==> config.mk <==
export PLATFORM = sky130hd
export DESIGN_NAME = lpt_regif
export DESIGN_NICKNAME = d
export VERILOG_FILES = /design/src/rtl/lpt_pkg.sv /design/src/rtl/lpt_decode.sv /design/src/rtl/lpt_ctrl_reg.sv /design/src/rtl/lpt_status_hs.sv /design/src/rtl/lpt_out_stream.sv /design/src/rtl/lpt_regif.sv
export SDC_FILE = /design/constraint.sdc
export NUM_CORES = 1
export LEC_CHECK = 0
export BUFFER_PORTS_ARGS = -buffer_cell sky130_fd_sc_hd__buf_2
export CAP_MARGIN = 20
export CORE_MARGIN = 5
export CORE_UTILIZATION = 51
export CTS_CLUSTER_SIZE = 28
export DETAILED_ROUTE_END_ITERATION = 16
export PLACE_DENSITY_LB_ADDON = 0.1
export SLEW_MARGIN = 20
export SYNTH_ARGS = -nofsm -noshare
export SYNTH_HDL_FRONTEND = slang
export SYNTH_SLANG_ARGS = --single-unit
==> constraint.sdc <==
create_clock -name clk -period 1.7 [get_ports clk]
set_input_delay 0.17 -clock clk [delete_from_list [all_inputs] [get_ports clk]]
set_output_delay 0.17 -clock clk [all_outputs]
set_load 0.01 [all_outputs]
==> src/rtl/lpt_pkg.sv <==
package lpt_pkg;
  localparam int BYTE_W = 8;
  localparam int OFS_W  = 3;

  localparam logic [OFS_W-1:0] OFS_DATA = 3'd0;
  localparam logic [OFS_W-1:0] OFS_STAT = 3'd1;
  localparam logic [OFS_W-1:0] OFS_CTRL = 3'd2;

  // status bits
  localparam int ST_BUSY = 7;
  localparam int ST_ACK  = 6;
  // control bits
  localparam int CT_DIR  = 5;
  localparam int CT_IEN  = 4;
  localparam int CT_SEL  = 3;
  localparam int CT_INIT = 2;
  localparam int CT_STB  = 0;

  localparam logic [BYTE_W-1:0] STAT_RST   = 8'hD9;
  localparam logic [BYTE_W-1:0] STAT_INIT  = 8'hD8;
  localparam logic [BYTE_W-1:0] CTRL_RST   = 8'hCC;
  localparam logic [BYTE_W-1:0] CTRL_FORCE = 8'hC0;
  localparam logic [BYTE_W-1:0] DATA_RST   = 8'hFF;
  localparam logic [BYTE_W-1:0] OPEN_READ  = 8'hFF;

  typedef struct packed {
    logic wr_data;
    logic wr_ctrl;
    logic rd_stat;
    logic any;
  } acc_t;
endpackage

==> src/rtl/lpt_decode.sv <==
module lpt_decode
  import lpt_pkg::*;
#(
  parameter int ADDR_W = 8
) (
  input  logic [ADDR_W-1:0] addr,
  input  logic              wr,
  input  logic              rd,
  output logic [OFS_W-1:0]  ofs,
  output acc_t              acc
);
  logic rd_eff;
  logic known;

  always_comb begin
    ofs         = addr[OFS_W-1:0];
    rd_eff      = rd & ~wr;
    known       = (ofs == OFS_DATA) | (ofs == OFS_STAT) | (ofs == OFS_CTRL);
    acc.wr_data = wr & (ofs == OFS_DATA);
    acc.wr_ctrl = wr & (ofs == OFS_CTRL);
    acc.rd_stat = rd_eff & (ofs == OFS_STAT);
    acc.any     = (wr | rd_eff) & known;
  end
endmodule

==> src/rtl/lpt_ctrl_reg.sv <==
module lpt_ctrl_reg
  import lpt_pkg::*;
(
  input  logic              clk,
  input  logic              rst_n,
  input  acc_t              acc,
  input  logic [BYTE_W-1:0] wdata,
  input  logic              rx_load,
  input  logic [BYTE_W-1:0] rx_byte,
  output logic [BYTE_W-1:0] ctrl_q,
  output logic [BYTE_W-1:0] dataw_q,
  output logic [BYTE_W-1:0] datar_q,
  output logic              emit
);
  logic [BYTE_W-1:0] ctrl_d, dataw_d, datar_d;
  logic              ctrl_en, dataw_en, datar_en;

  always_comb begin
    ctrl_en  = acc.wr_ctrl;
    ctrl_d   = wdata | CTRL_FORCE;
    dataw_en = acc.wr_data;
    dataw_d  = wdata;
    datar_en = rx_load;
    datar_d  = rx_byte;
    emit     = acc.wr_ctrl & wdata[CT_INIT] & wdata[CT_SEL] & wdata[CT_STB]
               & ~ctrl_q[CT_STB];
  end

  always_ff @(posedge clk or negedge rst_n) begin
    if (!rst_n) begin
      ctrl_q  <= CTRL_RST;
      dataw_q <= DATA_RST;
      datar_q <= DATA_RST;
    end else begin
      if (ctrl_en)  ctrl_q  <= ctrl_d;
      if (dataw_en) dataw_q <= dataw_d;
      if (datar_en) datar_q <= datar_d;
    end
  end

  AST_CTRL_STORE: assert property (@(posedge clk) disable iff (!rst_n)
    acc.wr_ctrl |=> ctrl_q == ($past(wdata) | 8'hC0));
endmodule

==> src/rtl/lpt_status_hs.sv <==
module lpt_status_hs
  import lpt_pkg::*;
(
  input  logic              clk,
  input  logic              rst_n,
  input  acc_t              acc,
  input  logic [BYTE_W-1:0] wdata,
  input  logic [BYTE_W-1:0] ctrl_q,
  output logic [BYTE_W-1:0] stat_q,
  output logic              irq_q
);
  logic [BYTE_W-1:0] stat_d;
  logic              pend_q, pend_d, irq_d;
  logic              stat_en;

  always_comb begin
    stat_d = stat_q;
    pend_d = pend_q;
    if (acc.wr_ctrl) begin
      if (!wdata[CT_INIT]) begin
        stat_d = STAT_INIT;
      end else if (wdata[CT_SEL]) begin
        if (wdata[CT_STB])      stat_d[ST_BUSY] = 1'b0;
        else if (ctrl_q[CT_IEN]) pend_d = 1'b1;
      end
    end else if (acc.rd_stat) begin
      pend_d = 1'b0;
      if (!stat_q[ST_BUSY] && !ctrl_q[CT_STB]) begin
        if (stat_q[ST_ACK]) begin
          stat_d[ST_ACK] = 1'b0;
        end else begin
          stat_d[ST_ACK]  = 1'b1;
          stat_d[ST_BUSY] = 1'b1;
        end
      end
    end
    stat_en = acc.wr_ctrl | acc.rd_stat;
    irq_d   = pend_d;
  end

  always_ff @(posedge clk or negedge rst_n) begin
    if (!rst_n) begin
      stat_q <= STAT_RST;
      pend_q <= 1'b0;
      irq_q  <= 1'b0;
    end else begin
      if (stat_en) begin
        stat_q <= stat_d;
        pend_q <= pend_d;
      end
      if (acc.any) irq_q <= irq_d;
    end
  end

  AST_INIT_FORCE: assert property (@(posedge clk) disable iff (!rst_n)
    (acc.wr_ctrl && !wdata[2]) |=> stat_q == 8'hD8);
  AST_READ_CLEARS: assert property (@(posedge clk) disable iff (!rst_n)
    acc.rd_stat |=> !irq_q);
  AST_NO_PEND_WITHOUT_IEN: assert property (@(posedge clk) disable iff (!rst_n)
    (acc.wr_ctrl && !ctrl_q[4] && !irq_q) |=> !irq_q);
endmodule

==> src/rtl/lpt_out_stream.sv <==
module lpt_out_stream
  import lpt_pkg::*;
(
  input  logic              clk,
  input  logic              rst_n,
  input  logic              push,
  input  logic [BYTE_W-1:0] push_data,
  input  logic              ready,
  output logic              valid_q,
  output logic [BYTE_W-1:0] data_q,
  output logic              ovf_q
);
  logic              stall;
  logic              valid_d, ovf_d, data_en;

  always_comb begin
    stall   = valid_q & ~ready;
    data_en = push & ~stall;
    ovf_d   = ovf_q | (push & stall);
    if (data_en)        valid_d = 1'b1;
    else if (ready)     valid_d = 1'b0;
    else                valid_d = valid_q;
  end

  always_ff @(posedge clk or negedge rst_n) begin
    if (!rst_n) begin
      valid_q <= 1'b0;
      data_q  <= '0;
      ovf_q   <= 1'b0;
    end else begin
      valid_q <= valid_d;
      ovf_q   <= ovf_d;
      if (data_en) data_q <= push_data;
    end
  end

  AST_OUT_HOLD: assert property (@(posedge clk) disable iff (!rst_n)
    (valid_q && !ready) |=> (valid_q && $stable(data_q)));
  AST_OVF_STICKY: assert property (@(posedge clk) disable iff (!rst_n)
    ovf_q |=> ovf_q);
endmodule

==> src/rtl/lpt_regif.sv <==
module lpt_regif
  import lpt_pkg::*;
#(
  parameter int ADDR_W = 8
) (
  input  logic              clk,
  input  logic              rst_n,
  input  logic [ADDR_W-1:0] bus_addr,
  input  logic              bus_wr,
  input  logic              bus_rd,
  input  logic [7:0]        bus_wdata,
  output logic [7:0]        bus_rdata,
  output logic              irq,
  input  logic              rx_load,
  input  logic [7:0]        rx_byte,
  output logic              out_valid,
  input  logic              out_ready,
  output logic [7:0]        out_data,
  output logic              overflow
);
  logic [1:0]        rst_sync;
  logic              rst_i;
  logic [OFS_W-1:0]  ofs;
  acc_t              acc;
  logic [BYTE_W-1:0] ctrl_q, dataw_q, datar_q, stat_q;
  logic              emit;

  always_ff @(posedge clk or negedge rst_n) begin
    if (!rst_n) rst_sync <= 2'b00;
    else        rst_sync <= {rst_sync[0], 1'b1};
  end
  assign rst_i = rst_sync[1];

  lpt_decode #(.ADDR_W(ADDR_W)) u_dec (
    .addr(bus_addr), .wr(bus_wr), .rd(bus_rd), .ofs(ofs), .acc(acc)
  );

  lpt_ctrl_reg u_ctrl (
    .clk(clk), .rst_n(rst_i), .acc(acc), .wdata(bus_wdata),
    .rx_load(rx_load), .rx_byte(rx_byte),
    .ctrl_q(ctrl_q), .dataw_q(dataw_q), .datar_q(datar_q), .emit(emit)
  );

  lpt_status_hs u_stat (
    .clk(clk), .rst_n(rst_i), .acc(acc), .wdata(bus_wdata),
    .ctrl_q(ctrl_q), .stat_q(stat_q), .irq_q(irq)
  );

  lpt_out_stream u_out (
    .clk(clk), .rst_n(rst_i), .push(emit), .push_data(dataw_q),
    .ready(out_ready), .valid_q(out_valid), .data_q(out_data), .ovf_q(overflow)
  );

  always_comb begin
    unique case (ofs)
      OFS_DATA: bus_rdata = ctrl_q[CT_DIR] ? datar_q : dataw_q;
      OFS_STAT: bus_rdata = stat_q;
      OFS_CTRL: bus_rdata = ctrl_q;
      default:  bus_rdata = OPEN_READ;
    endcase
  end

  AST_OPEN_OFFSET: assert property (@(posedge clk) disable iff (!rst_i)
    (bus_rd && bus_addr[2:0] > 3'd2) |-> bus_rdata == 8'hFF);
  AST_CTRL_HIGH_BITS: assert property (@(posedge clk) disable iff (!rst_i)
    (bus_rd && bus_addr[2:0] == 3'd2) |-> bus_rdata[7:6] == 2'b11);
endmodule

==> key figures, run 1 <==
Clock network
  • H-tree levels: 2
  • Clock Tree Buf Depth: 2
  • Total CTS buffers: 5
  • CTS tree: built
  • CTS Sinks: 39
  • Clock Pin Slew Worst Setup and Hold Paths: 0.12 ns
  • Later-pin clock latency in the skew report: between 0.3 and 0.4 ns
  • CTS root buf: clkbuf_4

Die
  • IO Pins: 49
  • Die height: between 60 and 70 um
  • Core area: ~3400 um^2
  • # rows: 21
  • Chip Width: between 60 and 70 um
  • Starting density of the core: 0.535
  • Total die area: slightly below 5000 um^2

Critical path
  • Worst path max stage delay: about 0.50 ns
  • CP Cell Sequence: buf_6 -> mux2_4 -> mux2i_1 -> nand2_1 -> buf_2
  • Reg2reg start: u_ctrl.ctrl_q[0]
  • CP Launch Type: flip-flop
  • Worst Setup Path Type: flip-flop to output port
  • R2r endpoint: u_out.data_q[6]
  • Critical Path RT: between 1.5 and 2 ns
  • R2R cell count: 4
  • Arrival @ worst endpoint: ~1.6 ns
  • Max stage delay cell, worst path: dfrtp_2
  • CP Max Fanout: 6
  • Reg2reg setup slack: ~0.19 ns
  • Crit path capture type: output port

Status
  • Status: finished, violations left
  • Violated checks: setup timing

STA
  • RSZ-0062 raised after global routing: true
  • TNS Setup: -0.253 ns
  • Fin Hold WS: 0.0204 ns
  • Setup WS post-layout: -0.0756 ns
  • Fmax achieved: 563 MHz
  • Final Slew Violations: 0
  • Period utilization: 1.04
  • Final count of hold timing violations: 0
  • Final setup viols: 7
  • Fin crit period: between 1.5 and 2 ns
  • Setup Skew: between 0.015 and 0.02 ns

Synthesis
  • Post-Syn Area per Cell: approximately 12 um^2
  • Sequential cell area fraction in the yosys report: 0.552
  • Ys Warns: 0
  • Dominant synthesized flop cell: dfstp_2
  • Post-synth EDFFs: 0
  • Post-synth ARST share: 1.00
  • Syn nets: ~180
  • Post-synthesis instance area: between 1500 and 2000 um^2
  • #FFs+latches synth: 39
  • Post-Syn Instances: between 100 and 150
  • Post-synthesis cell type count: 32

Route
  • Top sig layer: met4
  • Drt pass-1 iters: 4
  • Met1 WL: approximately 1.8 mm
  • Vias per cell: 5.19
  • Vias: around 1,300
  • Final WL: approximately 4.1 mm
  • Number of remaining DRC errors: 0
  • 1st-iter DRT viols: 65
  • Met2 wire len: between 2 and 2.5 mm
  • DR WL/cell: roughly 16 um
  • Final ANT Viol Nets: 0
  • Routed wl met3: ~220 um

GRT
  • Tot GR Track Use: 0.180
  • Initial antenna violation count: 0
  • Vias in the first global route: 1,358
  • Gr ovfl total: 0
  • First-pass GRT wire length: around 6.9 mm
  • Largest net degree at the start of global routing: 38

Power and ir drop
  • Total power: 2350 uW
  • Static leakage: around 0.0011 uW
  • Worst VDD drop: 0.688 mV
  • PD cells: ~1000 nW/um^2

Cells and area
  • Fin util: 0.666
  • Diode count: 0
  • Nets: 232
  • Layout area overhead: 24.3%
  • FILL cells: about 260
  • Share of layout cells above drive strength 1: 0.591

Worst hold path
  • Hold Path Sink: u_ctrl.ctrl_q[4]
  • HP Class: input pin to flip-flop
  • WHS Path Cells: 3
  • Min-delay src: bus_wdata[4]

Place
  • Pre-CTS setup slack: about 0.14 ns
  • GPL Wtd Cong: a little under 0.8
  • Buffers added on ports: 43
  • DP HPWL: slightly below 3 mm

Job
  • Max-cap violations: 0
flip-flops by register name, summed over array words and instances, names as in the netlist:
name	cells
u_out.valid_q	1
u_stat.pend_q	1
u_ctrl.ctrl_q	6
u_ctrl.dataw_q	8
u_out.data_q	8
u_out.ovf_q	1
u_stat.irq_q	1
u_stat.stat_q	3
rst_sync	2
u_ctrl.datar_q	8
cells in the mapped netlist, types with 2 or more instances:
library cell,count,area share
clkbuf_1,4,0.0083
o311ai_0,2,0.0097
nand2_1,21,0.043
nor2b_1,4,0.014
a21oi_1,3,0.0083
nor2_1,6,0.012
o21ai_0,5,0.014
dfrtp_1,18,0.25
nand4_1,2,0.0069
mux2i_1,7,0.039
inv_1,4,0.0083
buf_6,2,0.012
mux2_2,29,0.18
dfstp_2,21,0.30
per-layer routing:
layer / up-vias / track usage
li1: 625 / -
met1: 632 / 0.229
met2: 30 / 0.288
met3: 6 / 0.0565
met4: 0 / 0.0638
met5: - / 0
through the flow:
step | cell area [um^2] | instances
4_1_cts | 2240 | 248
6_report | 2260 | 249
2_1_floorplan | 1810 | 146
3_5_place_dp | 2100 | 236
3_3_place_gp | 2100 | 236
5_1_grt | 2260 | 249
logic make-up after synthesis:
kind of cell,synth area share
AND/OR/NAND/NOR,0.122
flip-flops,0.552
multiplexers,0.219
AO/OA/AOI/OAI,0.0731
buffers and inverters,0.0317
other,0.00207
where the power goes:
part / switching, uW / total, uW / internal [uW] / leakage, uW
registers: 96.1 / 1220 / 1120 / 0.000455
logic: 212 / 472 / 260 / 0.000579
clock network: 310 / 658 / 348 / 0.0000482
layout by cell type, fill, tap and decap left out, drive strengths merged, types with 2 or more instances in the layout:
cell type | synthesis | final
a21oi | 3 | 3
buf | 3 | 55
clkbuf | 4 | 6
dfrtp | 18 | 18
dfstp | 21 | 21
inv | 4 | 4
mux2 | 29 | 29
mux2i | 7 | 7
nand2 | 21 | 21
nand4 | 2 | 2
nor2 | 6 | 6
nor2b | 4 | 4
o21ai | 5 | 5
o311ai | 2 | 2
cell type report:
cell class / count / area (um^2) / area share
multi-input combinational: 96 / 771 / 0.342
timing repair buffer: 56 / 323 / 0.143
sequential: 39 / 1000 / 0.445
clock buffer: 6 / 51.3 / 0.0227
clock inverter: 2 / 35.0 / 0.0155
tap: 46 / 57.6 / 0.0255
inverter: 4 / 15.0 / 0.00666
critical path: cells and delay by family, from the launching register on:
kind	cells	cell delay [ns]
buf+inv	2	0.29
simple gates	1	0.07
flops	1	0.50
mux	2	0.40
what timing repair did:
item	in CTS	in global routing
setup endpoints to repair	7	8
hold buffers	1	0
gates resized for setup	7	4
pin swaps	0	3
buffers inserted	3	1
endpoints found under the hold margin	2	0
worst max path at each step:
stage | end | slack [ns] | depth (start not counted) | from
final | bus_rdata[4] | -0.08 | 5 | u_ctrl.ctrl_q[5]
after global routing | bus_rdata[4] | -0.14 | 5 | u_ctrl.ctrl_q[5]
after CTS | bus_rdata[4] | -0.09 | 5 | u_ctrl.ctrl_q[5]
after detailed placement | bus_rdata[0] | 0.14 | 4 | u_ctrl.ctrl_q[5]
after global placement | bus_rdata[0] | 0.15 | 4 | u_ctrl.ctrl_q[5]
after floorplan | bus_rdata[1] | 0.26 | 3 | u_ctrl.ctrl_q[5]
Power figures use the tool's default switching activity.
==> run 2: changes to the inputs <==
CORE_UTILIZATION = 55   (was 51)
clock period = 2.1 ns   (was 1.7 ns; I/O delays follow)
==> key figures, run 2 (synthesis gave the netlist of run 1 again) <==
Status
  • Status: complete, no violations

GRT
  • First-pass GRT wire length: approximately 6.3 mm
  • Largest net degree at the start of global routing: 38
  • Tot GR Track Use: 0.192
  • Vias in the first global route: around 1,300
  • Initial antenna violation count: 0
  • Gr ovfl total: 0

Critical path
  • Worst path max stage delay: roughly 0.64 ns
  • Max stage delay cell, worst path: dfrtp_1
  • CP Cell Sequence: mux2_2 -> mux2i_1 -> a32oi_1 -> buf_2
  • Worst Setup Path Type: flip-flop to output port
  • Arrival @ worst endpoint: between 1.5 and 2 ns
  • Critical Path RT: approximately 1.9 ns
  • Reg2reg start: u_ctrl.ctrl_q[0]
  • Critical Path Source: u_ctrl.ctrl_q[5]
  • CP Launch Type: flip-flop
  • CP Max Fanout: 11
  • R2r endpoint: u_out.data_q[6]
  • R2R cell count: 3
  • Reg2reg setup slack: slightly below 0.5 ns
  • Crit path capture type: output port

Power and ir drop
  • Psw: approximately 460 uW
  • PD cells: ~800 nW/um^2
  • Clk pwr share: 0.230
  • Power Internal: ~1200 uW
  • Reg power frac: 0.577
  • Comb power frac: 0.193
  • Switching share of power: 0.271
  • Worst VDD drop: around 0.61 mV
  • Static leakage: 0.00102 uW

Route
  • Vias per cell: about 5.3
  • DR WL/cell: between 15 and 20 um
  • Drt pass-1 iters: 4
  • Final WL: roughly 3.8 mm
  • Number of remaining DRC errors: 0
  • Vias: 1,275
  • 1st-iter DRT viols: 66
  • Final ANT Viol Nets: 0

Cells and area
  • Nets: 224
  • Biggest regs: u_ctrl.datar_q x8, u_ctrl.dataw_q x8, u_out.data_q x8
  • Commonest non-fill, non-tap cell in the layout: buf_2
  • Diode count: 0
  • Fin util: 0.690
  • Layout area overhead: 18.1%
  • Commonest cells after routing, fill and taps aside: 43 x buf_2, 29 x mux2_2, 21 x nand2_1, 21 x dfstp_2, 18 x dfrtp_1
  • Fin cells: 239
  • Share of layout cells above drive strength 1: 0.554

Place
  • Dpl cells: 230
  • Pre-CTS setup slack: between 0.3 and 0.4 ns
  • DP HPWL: ~2.8 mm
  • GPL Wtd Cong: 0.816
  • Buffers added on ports: between 40 and 50

Die
  • Chip Width: roughly 67 um
  • # rows: 20
  • Core area: a little over 3000 um^2
  • Die height: ~67 um
  • Total die area: 4550 um^2
  • Starting density of the core: 0.585
  • IO Pins: between 40 and 50

Clock network
  • Clock Tree Buf Depth: 2
  • Post-CTS Setup Inserts: 0
  • CTS Sinks: 39
  • # resized after CTS: 0
  • Total CTS buffers: 5
  • Clock Pin Slew Worst Setup and Hold Paths: ~0.11 ns
  • # hold bufs at CTS: 1
  • Later-pin clock latency in the skew report: about 0.34 ns
  • H-tree levels: 2
  • CTS tree: built
  • CTS root buf: clkbuf_4

STA
  • Final setup viols: 0
  • Fin crit period: 1.96 ns
  • Setup Skew: ~0.011 ns
  • Final count of hold timing violations: 0
  • TNS Setup: 0 ns
  • Worst slew pin tran: ~0.67 ns
  • Period utilization: 0.935
  • Worst relative slew slack: 0.552
  • Fin Hold WS: 0.0750 ns
  • RSZ-0062 raised after global routing: false
  • Final Slew Violations: 0
  • Setup WS post-layout: between 0.1 and 0.15 ns
  • Fmax achieved: approximately 510 MHz

Worst hold path
  • HP Class: input pin to flip-flop
  • WHS Path Cells: 3
  • Min-delay src: bus_wdata[4]
  • Hold Path Sink: u_ctrl.ctrl_q[4]

Job
  • Max-cap violations: 0
## run 2: cell types whose count changed in the layout (fill, tap and decap cells not counted), sizes merged
cell	delta
buf	-8
bufinv	-1
clkbuf	+1
## run 2: worst max path at each step
stage / to / cells after the start
after floorplan: bus_rdata[1] / 3
final: bus_rdata[0] / 4
after global routing: bus_rdata[0] / 4
after CTS: bus_rdata[0] / 4
after detailed placement: u_out.data_q[6] / 4
after global placement: u_out.data_q[5] / 4
## run 2: critical path, delay by kind of cell (launching register included)
family	cells	cell delay, ns
buffers and inverters	1	0.16
AOI/OAI and AO/OA	1	0.08
DFF	1	0.64
muxes	2	0.54
## run 2: per-layer routing
metal,global-route usage,routed length (um),up-vias
met5,0,0,-
met4,0.0608,64,0
met3,0.0566,209,7
met2,0.312,1870,38
met1,0.248,1630,619
li1,-,-,611
## run 2: per-stage QoR
stage               total power (uW)  cell area [um^2]
floorplan                       1200              1810
global placement                1310              2070
detailed placement              1330              2070
CTS                             1730              2140
global route                    1820              2140
finish                          1710              2140
## run 2: power groups by stage
stage | clock network (uW) | logic [uW] | registers, uW
final | 392 | 330 | 986
after global routing | 456 | 365 | 1000
after CTS | 410 | 335 | 987
after detailed placement | 0 | 331 | 1000
after global placement | 0 | 321 | 991
after floorplan | 0 | 216 | 985
## run 2: cell type report
type                    instances  area [um^2]
clock buffers                   7         55.1
clock inverters                 1         5.00
fillers                       264          961
inverters                       4         15.0
multi-input cells              96          754
flip-flops and latches         39         1000
well taps                      44         55.1
repair buffers                 48          255
